$ cat config.mk
export PLATFORM = sky130hd
export DESIGN_NAME = tt_icache
export DESIGN_NICKNAME = d
export VERILOG_FILES = /design/src/rtl/tt_icache_pkg.sv /design/src/rtl/tt_arb.sv /design/src/rtl/tt_thread_ptr.sv /design/src/rtl/tt_line_store.sv /design/src/rtl/tt_icache.sv
export SDC_FILE = /design/constraint.sdc
export NUM_CORES = 1
export LEC_CHECK = 0
export BUFFER_PORTS_ARGS = -buffer_cell sky130_fd_sc_hd__buf_2
export CORE_AREA = 3 3 309 311
export CTS_CLUSTER_DIAMETER = 120
export CTS_CLUSTER_SIZE = 12
export DETAILED_ROUTE_END_ITERATION = 7
export DIE_AREA = 0 0 312 314
export PLACE_DENSITY = 0.56
export SLEW_MARGIN = 20
export SYNTH_ARGS = -nofsm -noshare
export SYNTH_HDL_FRONTEND = slang
export SYNTH_SLANG_ARGS = --single-unit
$ cat constraint.sdc
create_clock -name clk -period 5.1 [get_ports clk]
set_input_delay 0.51 -clock clk [delete_from_list [all_inputs] [get_ports clk]]
set_output_delay 0.51 -clock clk [all_outputs]
set_load 0.01 [all_outputs]
$ cat src/rtl/tt_icache_pkg.sv
package tt_icache_pkg;
  localparam int unsigned NUM_THR = 2;
  typedef logic tid_t;
endpackage

$ cat src/rtl/tt_arb.sv
module tt_arb
  import tt_icache_pkg::*;
(
  input  logic               clk,
  input  logic               rst_n,
  input  logic [NUM_THR-1:0] elig_i,
  output logic [NUM_THR-1:0] gnt_o
);
  tid_t last_q, last_d;

  always_comb begin
    gnt_o = '0;
    if (elig_i == 2'b11) begin
      gnt_o = last_q ? 2'b01 : 2'b10;
    end else begin
      gnt_o = elig_i;
    end
    last_d = (|gnt_o) ? gnt_o[1] : last_q;
  end

  always_ff @(posedge clk or negedge rst_n) begin
    if (!rst_n) last_q <= 1'b1;
    else        last_q <= last_d;
  end

  p_grant_onehot_r2: assert property (@(posedge clk) disable iff (!rst_n)
    $onehot0(gnt_o));
  p_grant_eligible_r4: assert property (@(posedge clk) disable iff (!rst_n)
    (gnt_o & ~elig_i) == 2'b00);
  p_no_idle_slot_r4: assert property (@(posedge clk) disable iff (!rst_n)
    (|elig_i) |-> (|gnt_o));
  p_alternate_r3: assert property (@(posedge clk) disable iff (!rst_n)
    (elig_i == 2'b11) |-> !gnt_o[last_q]);
endmodule

$ cat src/rtl/tt_thread_ptr.sv
module tt_thread_ptr #(
  parameter int unsigned ADDR_W = 16
) (
  input  logic              clk,
  input  logic              rst_n,
  input  logic              ld_i,
  input  logic [ADDR_W-1:0] ld_addr_i,
  input  logic              adv_i,
  input  logic              miss_i,
  input  logic              fill_done_i,
  output logic [ADDR_W-1:0] pc_o,
  output logic              pend_o
);
  logic [ADDR_W-1:0] pc_q, pc_d;
  logic              pend_q, pend_d;

  always_comb begin
    pc_d   = pc_q;
    pend_d = pend_q;
    if (ld_i) begin
      pc_d   = ld_addr_i;
      pend_d = 1'b0;
    end else begin
      if (adv_i)       pc_d   = pc_q + ADDR_W'(1);
      if (miss_i)      pend_d = 1'b1;
      else if (fill_done_i) pend_d = 1'b0;
    end
  end

  always_ff @(posedge clk or negedge rst_n) begin
    if (!rst_n) begin
      pc_q   <= '0;
      pend_q <= 1'b0;
    end else begin
      pc_q   <= pc_d;
      pend_q <= pend_d;
    end
  end

  assign pc_o   = pc_q;
  assign pend_o = pend_q;

  p_ptr_hold_r1: assert property (@(posedge clk) disable iff (!rst_n)
    (!ld_i && !adv_i) |=> $stable(pc_q));
  p_ptr_step_r1: assert property (@(posedge clk) disable iff (!rst_n)
    (!ld_i && adv_i) |=> (pc_q == $past(pc_q) + ADDR_W'(1)));
  p_redirect_cancel_r8: assert property (@(posedge clk) disable iff (!rst_n)
    ld_i |=> (!pend_q && pc_q == $past(ld_addr_i)));
endmodule

$ cat src/rtl/tt_line_store.sv
module tt_line_store
  import tt_icache_pkg::*;
#(
  parameter int unsigned IDX_W  = 4,
  parameter int unsigned TAG_W  = 12,
  parameter int unsigned DATA_W = 32,
  localparam int unsigned ENTRIES = 1 << IDX_W
) (
  input  logic              clk,
  input  logic              rst_n,
  input  logic [IDX_W-1:0]  rd_idx_i,
  input  logic [TAG_W-1:0]  rd_tag_i,
  input  tid_t              rd_tid_i,
  output logic              rd_hit_o,
  output logic [DATA_W-1:0] rd_data_o,
  input  logic              wr_en_i,
  input  logic [IDX_W-1:0]  wr_idx_i,
  input  logic [TAG_W-1:0]  wr_tag_i,
  input  tid_t              wr_tid_i,
  input  logic [DATA_W-1:0] wr_data_i
);
  logic [ENTRIES-1:0] vld_q, vld_d;
  logic [TAG_W-1:0]   tag_q  [ENTRIES];
  tid_t               own_q  [ENTRIES];
  logic [DATA_W-1:0]  data_q [ENTRIES];

  always_comb begin
    rd_hit_o  = vld_q[rd_idx_i] && (tag_q[rd_idx_i] == rd_tag_i)
                && (own_q[rd_idx_i] == rd_tid_i);
    rd_data_o = data_q[rd_idx_i];
    vld_d     = vld_q;
    if (wr_en_i) vld_d[wr_idx_i] = 1'b1;
  end

  always_ff @(posedge clk or negedge rst_n) begin
    if (!rst_n) vld_q <= '0;
    else        vld_q <= vld_d;
  end

  for (genvar e = 0; e < ENTRIES; e++) begin : g_entry
    logic wr_sel;
    assign wr_sel = wr_en_i && (wr_idx_i == IDX_W'(e));
    always_ff @(posedge clk) begin
      if (wr_sel) begin
        tag_q[e]  <= wr_tag_i;
        own_q[e]  <= wr_tid_i;
        data_q[e] <= wr_data_i;
      end
    end
  end

  p_write_sets_valid_r7: assert property (@(posedge clk) disable iff (!rst_n)
    wr_en_i |=> vld_q[$past(wr_idx_i)]);
endmodule

$ cat src/rtl/tt_icache.sv
module tt_icache
  import tt_icache_pkg::*;
#(
  parameter int unsigned ADDR_W = 16,
  parameter int unsigned DATA_W = 32,
  parameter int unsigned IDX_W  = 4
) (
  input  logic                         clk,
  input  logic                         rst_n,
  input  logic [1:0]                   stall_i,
  input  logic [1:0]                   redir_vld_i,
  input  logic [1:0][ADDR_W-1:0]       redir_addr_i,
  output logic [1:0]                   hit_o,
  output logic [1:0]                   miss_o,
  output logic [DATA_W-1:0]            line_o,
  output logic                         fill_req_o,
  output logic                         fill_tid_o,
  output logic [ADDR_W-1:0]            fill_addr_o,
  input  logic                         fill_vld_i,
  input  logic                         fill_tid_i,
  input  logic [DATA_W-1:0]            fill_line_i
);
  localparam int unsigned TAG_W = ADDR_W - IDX_W;

  logic [ADDR_W-1:0]  pc [NUM_THR];
  logic [NUM_THR-1:0] pend, elig, gnt, fill_done;
  tid_t               sel_tid;
  logic [ADDR_W-1:0]  sel_pc, wr_pc;
  logic               rd_hit, wr_ok;
  logic [DATA_W-1:0]  rd_data;

  always_comb begin
    elig    = ~stall_i & ~pend & ~redir_vld_i;
    sel_tid = gnt[1];
    sel_pc  = pc[sel_tid];
    hit_o   = gnt & {NUM_THR{rd_hit}};
    miss_o  = gnt & {NUM_THR{~rd_hit}};
    wr_ok   = fill_vld_i && pend[fill_tid_i] && !redir_vld_i[fill_tid_i];
    wr_pc   = pc[fill_tid_i];
  end

  assign line_o      = rd_data;
  assign fill_req_o  = |miss_o;
  assign fill_tid_o  = sel_tid;
  assign fill_addr_o = sel_pc;

  tt_arb u_arb (
    .clk    (clk),
    .rst_n  (rst_n),
    .elig_i (elig),
    .gnt_o  (gnt)
  );

  for (genvar t = 0; t < NUM_THR; t++) begin : g_thr
    assign fill_done[t] = wr_ok && (fill_tid_i == tid_t'(t));
    tt_thread_ptr #(.ADDR_W(ADDR_W)) u_ptr (
      .clk         (clk),
      .rst_n       (rst_n),
      .ld_i        (redir_vld_i[t]),
      .ld_addr_i   (redir_addr_i[t]),
      .adv_i       (hit_o[t]),
      .miss_i      (miss_o[t]),
      .fill_done_i (fill_done[t]),
      .pc_o        (pc[t]),
      .pend_o      (pend[t])
    );
  end

  tt_line_store #(.IDX_W(IDX_W), .TAG_W(TAG_W), .DATA_W(DATA_W)) u_store (
    .clk       (clk),
    .rst_n     (rst_n),
    .rd_idx_i  (sel_pc[IDX_W-1:0]),
    .rd_tag_i  (sel_pc[ADDR_W-1:IDX_W]),
    .rd_tid_i  (sel_tid),
    .rd_hit_o  (rd_hit),
    .rd_data_o (rd_data),
    .wr_en_i   (wr_ok),
    .wr_idx_i  (wr_pc[IDX_W-1:0]),
    .wr_tag_i  (wr_pc[ADDR_W-1:IDX_W]),
    .wr_tid_i  (fill_tid_i),
    .wr_data_i (fill_line_i)
  );

  p_single_lookup_r2: assert property (@(posedge clk) disable iff (!rst_n)
    ($countones(hit_o | miss_o) <= 1) && ((hit_o & miss_o) == 2'b00));
  p_stall_blocks_r4: assert property (@(posedge clk) disable iff (!rst_n)
    (stall_i & (hit_o | miss_o)) == 2'b00);
  p_pend_blocks_r7: assert property (@(posedge clk) disable iff (!rst_n)
    (pend & (hit_o | miss_o)) == 2'b00);
  p_req_opens_miss_r6: assert property (@(posedge clk) disable iff (!rst_n)
    fill_req_o |=> pend[$past(fill_tid_o)]);
endmodule

==> out/results.tsv, run 1 <==
stage	metric	value	unit
status	status	finished clean	
cts	hold_buf cts	0	
power	Lkg Pwr	13.01	nW
timing	Setup Skew	0.03750	ns
die	Core ar.	93050	µm²
power	PD cells	379.3	nW/µm²
routing	Final ANT Viol Nets	0	
critical_path	reg2reg path depth	15	
critical_path	RR Endpoint	g_thr[1].u_ptr.pc_o[6]	
die	DIE WIDTH	312	µm
cts	Num CTS Buffers	74	
cts	H-tree depth	3	
critical_path	CP Launch Type	flop	
critical_path	CP endpoint kind	output pin	
global_route	vias in the first global route	20960	
placed_design	DP Area	35000	µm²
worst_hold_path	Worst Hold Class	input pin to async pin	
critical_path	Critical Path AT	4.49	ns
routing	wire length per cell	23.66	µm
synth	register area share after synthesis	0.7056	
cts	CTS tree	yes	
power	Peak VDD IR	238.4	µV
synth	Syn Area/Cell	12.85	µm²
routing	detailed-route wire length	93640	µm
cts	clk sink count	771	
timing	Slew HR	0.2686	
synth	Net Count, Synth	2600	
global_route	first-pass GRT wire length	137800	µm
cts	later-pin clock latency in the skew report	0.64	ns
critical_path	CP max FO	10	
synth	Async S/R FF share, synth	0.06615	
routing	number of remaining DRC errors	0	
synth	EDFF count, synth	720	
global_route	initial antenna violation count	8	
timing	worst slew pin tran	1.097	ns
timing	Final min period	4.999	ns
cells_and_area	Area Overhead vs Synth	15.36	%
timing	hold_ws	0.03989	ns
timing	RSZ-0062 raised after global routing	yes	
critical_path	Crit Reg-Reg Startpoint	u_arb.last_q	
cells_and_area	layout cell share with drive strength beyond 1	0.1590	
cts	clk root buf	clkbuf_16	
synth	synth top area cells	edfxtp_1, nand2_1, nand3_1, dfrtp_1, a311oi_1	
timing	Slew Viols, Final	0	
synth	Post-Syn Area	32450	µm²
cells_and_area	fin area	37440	µm²
timing	setup tns final	0	ns
synth	Synth cell types	88	
cts	Clock transition at path regs	0.06	ns
cts	clk buf depth	3	
routing	Vias/cell	5.486	
routing	via count	21710	
synth	synthesis warning total	0	
timing	final setup violation count	0	
synth	synthesis-stage register bit count	771	
synth	top cell type's share of synthesized area	0.6662	
placed_design	gpl congestion	0.9283	
die	cell row count	112	
cells_and_area	nets@finish	2745	
die	Vert. Die Dim	314	µm
critical_path	CP Class	flop to output pin	
timing	Hold Vio Cnt, Final	0	
global_route	Congestion Overflow GR	0	
routing	Iter 0 DRT Violations	2426	
synth	Post-synth top flop	edfxtp_1	
synth	area leader, netlist	edfxtp_1	
routing	iteration count of the initial detailed-routing pass	5	
die	total die area	97970	µm²
job	max-cap viol count	0	
global_route	largest net degree at the start of global routing	131	
synth	Synth Instances	2526	
critical_path	reg2reg setup slack	0.62	ns
placed_design	port buffer count	125	
placed_design	HPWL after DPL	53330	µm
global_route	total track usage	0.1844	
die	starting density of the core	0.3488	
critical_path	Worst EP required	4.59	ns
die	num ports	126	
timing	fin crit share	0.9801	
timing	Achievable Freq	200.1	MHz
[routing by layer]
metal  track usage  vias up  routed length [µm]
met5             0        -                  10
met4       0.05446        2                2757
met3       0.03114      170                6528
met2        0.2897      870               42760
met1        0.2637    10950               41580
li1              -     9727                   -
[flip-flops by register name, indices dropped and copies added, names as in the netlist]
| signal | cells |
|---|---|
| u_store.tag_q | 192 |
| u_store.data_q | 512 |
| g_thr.u_ptr.pc_o | 32 |
| u_store.own_q | 16 |
| u_store.vld_q | 16 |
| g_thr.u_ptr.pend_o | 2 |
| u_arb.last_q | 1 |
[area by class of cell]
type / count / area (µm²)
timing repair inverter: 2 / 17.52
tap: 1254 / 1569
sequential: 771 / 22900
inverter: 32 / 135.1
multi-input combinational: 1553 / 8999
clock inverter: 7 / 152.6
antenna: 6 / 15.01
timing repair buffer: 237 / 1673
fill: 8652 / 55610
clock buffer: 96 / 1977
[critical path: stages, from the launching register on]
cell and delay (ns):
dfstp_2 0.56, or4b_4 0.54, a21oi_4 0.19, nor2_4 0.12
buf_4 0.18, inv_6 0.16, mux2i_2 0.28, o2111ai_1 0.18
or4_1 0.47, a22oi_2 0.29, and4_4 0.28, nand4b_1 0.20
nand2_2 0.16, o21ai_0 0.09, buf_2 0.15
[synthesized netlist by cell type, drive strengths merged, types with 9 or more instances]
master	number
or2	17
a31oi	43
a21boi	22
nand3	280
mux2i	64
mux2	16
nor3	21
nand4	14
xnor2	17
o22ai	20
clkbuf	129
nor2b	10
nor4	11
o2111ai	13
and3	67
a21oi	16
edfxtp	720
inv	31
nand2	598
o21ai	62
a22oi	9
dfrtp	50
a211oi	11
buf	41
a311oi	76
nor2	49
[where the power goes]
group          leakage (nW)  internal (W)  switching, W
logic                  4.89      0.000686       0.00138
registers              7.10       0.00703     0.0000692
clock network          1.02       0.00273       0.00231
[kinds of logic after synthesis]
| family | synth area share |
|---|---|
| multiplexers | 0.02599 |
| AO/OA/AOI/OAI | 0.07653 |
| AND/OR/NAND/NOR | 0.1595 |
| XOR/XNOR | 0.005398 |
| buffers and inverters | 0.02618 |
| flip-flops | 0.7056 |
| adder cells (fa/ha/maj) | 0.0007710 |
[stage by stage]
step           setup WS (ns)  utilization  cells  total power (W)
5_1_grt             -0.07813       0.4022   3953          0.01475
3_5_place_dp          0.2440       0.3762   3838         0.009217
6_report              0.1013       0.4023   3958          0.01420
4_1_cts             0.004933       0.3997   3943          0.01428
3_3_place_gp          0.2582       0.3762   3838         0.009182
2_1_floorplan         0.9068            -   2526         0.008424
[worst max path at each step]
stage / start / end
detailed placement: stall_i[0] / miss_o[0]
floorplan: redir_vld_i[0] / hit_o[1]
CTS: u_arb.last_q / hit_o[1]
finish: u_arb.last_q / fill_req_o
global placement: stall_i[0] / miss_o[0]
global route: u_arb.last_q / fill_req_o
[layout by cell type (no fill, tap or decap), drive strengths merged, types with 13 or more instances in the layout]
cell type	Yosys	final
o22ai	20	20
clkbuf	129	97
a31oi	43	43
a311oi	76	76
mux2	16	16
nand2	598	598
or2	17	17
inv	31	34
o21ai	62	62
nand4	14	14
a21oi	16	16
mux2i	64	64
o2111ai	13	13
xnor2	17	17
buf	41	236
and3	67	67
edfxtp	720	720
nor2	49	49
a21boi	22	22
dfrtp	50	50
nor3	21	21
nand3	280	280
[repair_timing]
item,4_1_cts,5_1_grt
cloned,0,3
resized for setup,12,31
buffers inserted,2,6
pin swaps,1,10
endpoints found under the setup margin,11,15
(Power assumes the default switching activity.)
==> run 2, diff against run 1 <==
--- a/config.mk
+++ b/config.mk
@@ -5,12 +5,13 @@
 export SDC_FILE = /design/constraint.sdc
 export NUM_CORES = 1
 export LEC_CHECK = 0
+export ABC_AREA = 1
 export BUFFER_PORTS_ARGS = -buffer_cell sky130_fd_sc_hd__buf_2
-export CORE_AREA = 3 3 309 311
+export CORE_AREA = 3 3 305 307
 export CTS_CLUSTER_DIAMETER = 120
 export CTS_CLUSTER_SIZE = 12
 export DETAILED_ROUTE_END_ITERATION = 7
-export DIE_AREA = 0 0 312 314
+export DIE_AREA = 0 0 308 310
 export PLACE_DENSITY = 0.56
 export SLEW_MARGIN = 20
 export SYNTH_ARGS = -nofsm -noshare
==> run 2 against run 1 <==
  * Count of clock-buffer cells in the layout fell by 6
  * Non-clock buffer count shrank 48
  * Core utilization decreased by 0.41 points
  * Largest power group unchanged
  * Highest routed layer is now met4
==> out/results.tsv, run 2 <==
stage	metric	value	unit	change
global_route	total track usage	0.1811		was 0.1844
timing	hold_ws	0.004416	ns	was 0.03989 ns
placed_design	gpl congestion	0.8753		was 0.9283
cts	later-pin clock latency in the skew report	0.63	ns	was 0.64 ns
synth	synth top area cells	edfxtp_1, nand2_1, o21ai_0, nand3_1, dfrtp_1		was edfxtp_1, nand2_1, nand3_1, dfrtp_1, a311oi_1
synth	top cell type's share of synthesized area	0.6825		was 0.6662
cts	Post-CTS Setup Bufs	0		was 2
die	num ports	126		unchanged
critical_path	Worst EP required	4.59	ns	about the same
synth	most frequent cell after synthesis	edfxtp_1		unchanged
cells_and_area	# fillers	8441		was 8652
power	clock share of power	0.341		was 0.355
cts	Clock transition at path regs	0.07	ns	was 0.06 ns
placed_design	placed cells	3791		was 3838
timing	RSZ-0062 raised after global routing	no		was yes
die	cell row count	110		was 112
synth	EDFF count, synth	720		unchanged
synth	Post-Syn Area	31680	µm²	was 32450 µm²
timing	fin crit share	0.9204		was 0.9801
die	DIE WIDTH	308	µm	was 312 µm
routing	Final ANT Viol Nets	0		unchanged
placed_design	HPWL after DPL	44440	µm	was 53330 µm
power	PD cells	400.5	nW/µm²	was 379.3 nW/µm²
critical_path	critical path cell sequence	nand3_2 -> nand2_4 -> buf_4 -> nand2_1 -> o21ai_4 -> buf_4 -> nand3_1 -> nand3_1 -> nand2_1 -> nand2_1 -> nand2_1 -> nor2_1 -> nand2_1 -> nor2_4 -> nand2_1 -> nand2_1 -> nand2_1 -> buf_2		was or4b_4 -> a21oi_4 -> nor2_4 -> buf_4 -> inv_6 -> mux2i_2 -> o2111ai_1 -> or4_1 -> a22oi_2 -> and4_4 -> nand4b_1 -> nand2_2 -> o21ai_0 -> buf_2
synth	Net Count, Synth	2672		was 2600
cells_and_area	max reg flops	512		unchanged
timing	final setup violation count	0		unchanged
power	Switch Pwr	0.004008	W	was 0.003759 W
critical_path	reg2reg path depth	20		was 15
critical_path	CP Launch Type	flop		unchanged
timing	Slew Viols, Final	0		unchanged
global_route	Congestion Overflow GR	0		unchanged
worst_hold_path	Worst Hold Class	input pin to async pin		unchanged
cells_and_area	most common cell after layout, fill and taps aside	edfxtp_1		unchanged
power	Net Sw Frac	0.2784		was 0.2647
timing	setup tns final	0	ns	unchanged
cts	clk sink count	771		unchanged
synth	area leader, netlist	edfxtp_1		unchanged
critical_path	Critical Path AT	4.18	ns	was 4.49 ns
critical_path	CP dominant cell by count	nand2_1		
cells_and_area	largest register by flop count	u_store.data_q		unchanged
power	Lkg Pwr	12.33	nW	was 13.01 nW
synth	Post-synth top flop	edfxtp_1		unchanged
power	Overall Power	0.01440	W	was 0.01420 W
cts	cts repair resizes	0		was 12
routing	wire length per cell	22.53	µm	was 23.66 µm
die	Core ar.	90290	µm²	was 93050 µm²
synth	Async S/R FF share, synth	0.06615		unchanged
cts	clk buf depth	3		unchanged
power	P_int	0.01039	W	was 0.01044 W
global_route	first-pass GRT wire length	130900	µm	was 137800 µm
critical_path	CP Class	flop to output pin		unchanged
power	Comb pwr share	0.166		was 0.146
routing	Iter 0 DRT Violations	2194		was 2426
power	Peak VDD IR	193.7	µV	was 238.4 µV
die	Vert. Die Dim	310	µm	was 314 µm
timing	Achievable Freq	213.0	MHz	was 200.1 MHz
timing	Slew HR	0.3370		was 0.2686
die	starting density of the core	0.3509		was 0.3488
cts	clk root buf	clkbuf_16		unchanged
synth	Syn Area/Cell	12.19	µm²	was 12.85 µm²
global_route	vias in the first global route	20870		was 20960
critical_path	Crit path largest cell delay	0.54	ns	was 0.56 ns
cts	H-tree depth	3		unchanged
synth	register area share after synthesis	0.7228		was 0.7056
routing	detailed-route wire length	87620	µm	was 93640 µm
global_route	largest net degree at the start of global routing	138		was 131
synth	synthesis-stage register bit count	771		unchanged
cts	hold_buf cts	0		unchanged
global_route	initial antenna violation count	6		was 8
routing	iteration count of the initial detailed-routing pass	7		was 5
cts	CTS tree	yes		unchanged
cells_and_area	Area Overhead vs Synth	13.48	%	was 15.36%
routing	Vias/cell	5.418		was 5.486
status	status	finished clean		unchanged
cells_and_area	Layout Cells excl Fill	3889		was 3958
critical_path	CP max FO	31		was 10
cells_and_area	layout cell share with drive strength beyond 1	0.1148		was 0.1590
timing	worst slew pin tran	0.9945	ns	was 1.097 ns
placed_design	port buffer count	125		unchanged
synth	Synth Instances	2598		was 2526
cells_and_area	commonest cells after routing, fill and taps aside	edfxtp_1, nand2_1, o21ai_0		was edfxtp_1, nand2_1, nand3_1
job	max-cap viol count	0		unchanged
synth	synthesis warning total	0		unchanged
power	Reg power frac	0.493		was 0.500
routing	via count	21070		was 21710
timing	Final min period	4.694	ns	was 4.999 ns
synth	Synth top cells by count	edfxtp_1, nand2_1, o21ai_0, nand3_1, nor2_1		was edfxtp_1, nand2_1, nand3_1, clkbuf_1, a311oi_1
synth	Synth cell types	36		was 88
critical_path	Slowest-stage cell, CP	dfstp_2		unchanged
routing	number of remaining DRC errors	0		unchanged
die	total die area	95480	µm²	was 97970 µm²
critical_path	CP endpoint kind	output pin		unchanged
cts	Num CTS Buffers	74		unchanged
cells_and_area	nets@finish	2765		was 2745
timing	Setup Skew	0.03942	ns	was 0.03750 ns
timing	Hold Vio Cnt, Final	0		unchanged
run 2: cell count changes after synthesis, sizes merged, moves of 22 or more:
cell,previous run,this run
nand2,598,450
a21boi,22,0
o221ai,1,88
nor2,49,290
a311oi,76,0
a31oi,43,2
and3,67,0
o21ai,62,325
o211ai,4,43
inv,31,69
mux2i,64,0
nand3,280,302
run 2: logic make-up after synthesis:
group | synth area share
AND/OR/NAND/NOR | 0.1427
flip-flops | 0.7228
AO/OA/AOI/OAI | 0.09550
buffers and inverters | 0.03219
XOR/XNOR | 0.006082
adder cells (fa/ha/maj) | 0.0007898
run 2: power groups by stage:
stage	sequential (W)	clock, W	combinational, W
after floorplan	0.00721	0	0.00150
after global placement	0.00723	0	0.00237
after global routing	0.00710	0.00524	0.00266
final	0.00710	0.00490	0.00240
after detailed placement	0.00723	0	0.00241
after CTS	0.00710	0.00501	0.00242
run 2: final cells by class:
class,instances,area [µm²],share of cell area
Tap cell,1176,1471,0.04093
Antenna cell,3,7.507,0.0002088
Multi-Input combinational cell,1586,7939,0.2208
Timing Repair Buffer,189,1356,0.03773
Inverter,69,261.5,0.007274
Clock inverter,5,83.83,0.002332
Sequential cell,771,22900,0.6369
Clock buffer,90,1933,0.05377
run 2: worst paths after layout:
path / startpoint / slack (ns) / to
worst max-delay path: u_arb.last_q / 0.41 / fill_req_o
worst min-delay path: rst_n / 0.004 / g_thr[1].u_ptr.pc_o[8]
worst max register to register: u_arb.last_q / 1.25 / g_thr[0].u_ptr.pc_o[3]
worst min register to register: u_store.vld_q[0] / 0.46 / u_store.vld_q[0]
max in group asynchronous: rst_n / 4.59 / u_store.vld_q[10]
min in group clk: redir_addr_i[13] / 0.19 / g_thr[0].u_ptr.pc_o[13]
run 2: worst max-delay path: cells and delay by family (launching register included):
kind	cells	cell delay, ns
AO/OA/AOI/OAI	1	0.24
AND/OR/NAND/NOR	14	1.76
buffers and inverters	3	0.96
flip-flops	1	0.54
run 2: metal layers:
metal	GRT usage	share of wire	vias up	wire length [µm]
met5	0	0	-	0
met4	0.05941	0.025	0	2197
met3	0.02546	0.054	142	4755
met2	0.2969	0.48	645	42230
met1	0.2499	0.44	10650	38450
li1	-	-	9629	-
run 2: metrics by stage:
stage | util | area, µm² | worst slack (ns)
floorplan | - | 31680 | 1.498
global placement | 0.3757 | 33920 | 0.7118
detailed placement | 0.3758 | 33930 | 0.6573
CTS | 0.3981 | 35940 | 0.3614
global route | 0.3981 | 35940 | 0.04470
finish | 0.3982 | 35950 | 0.4059
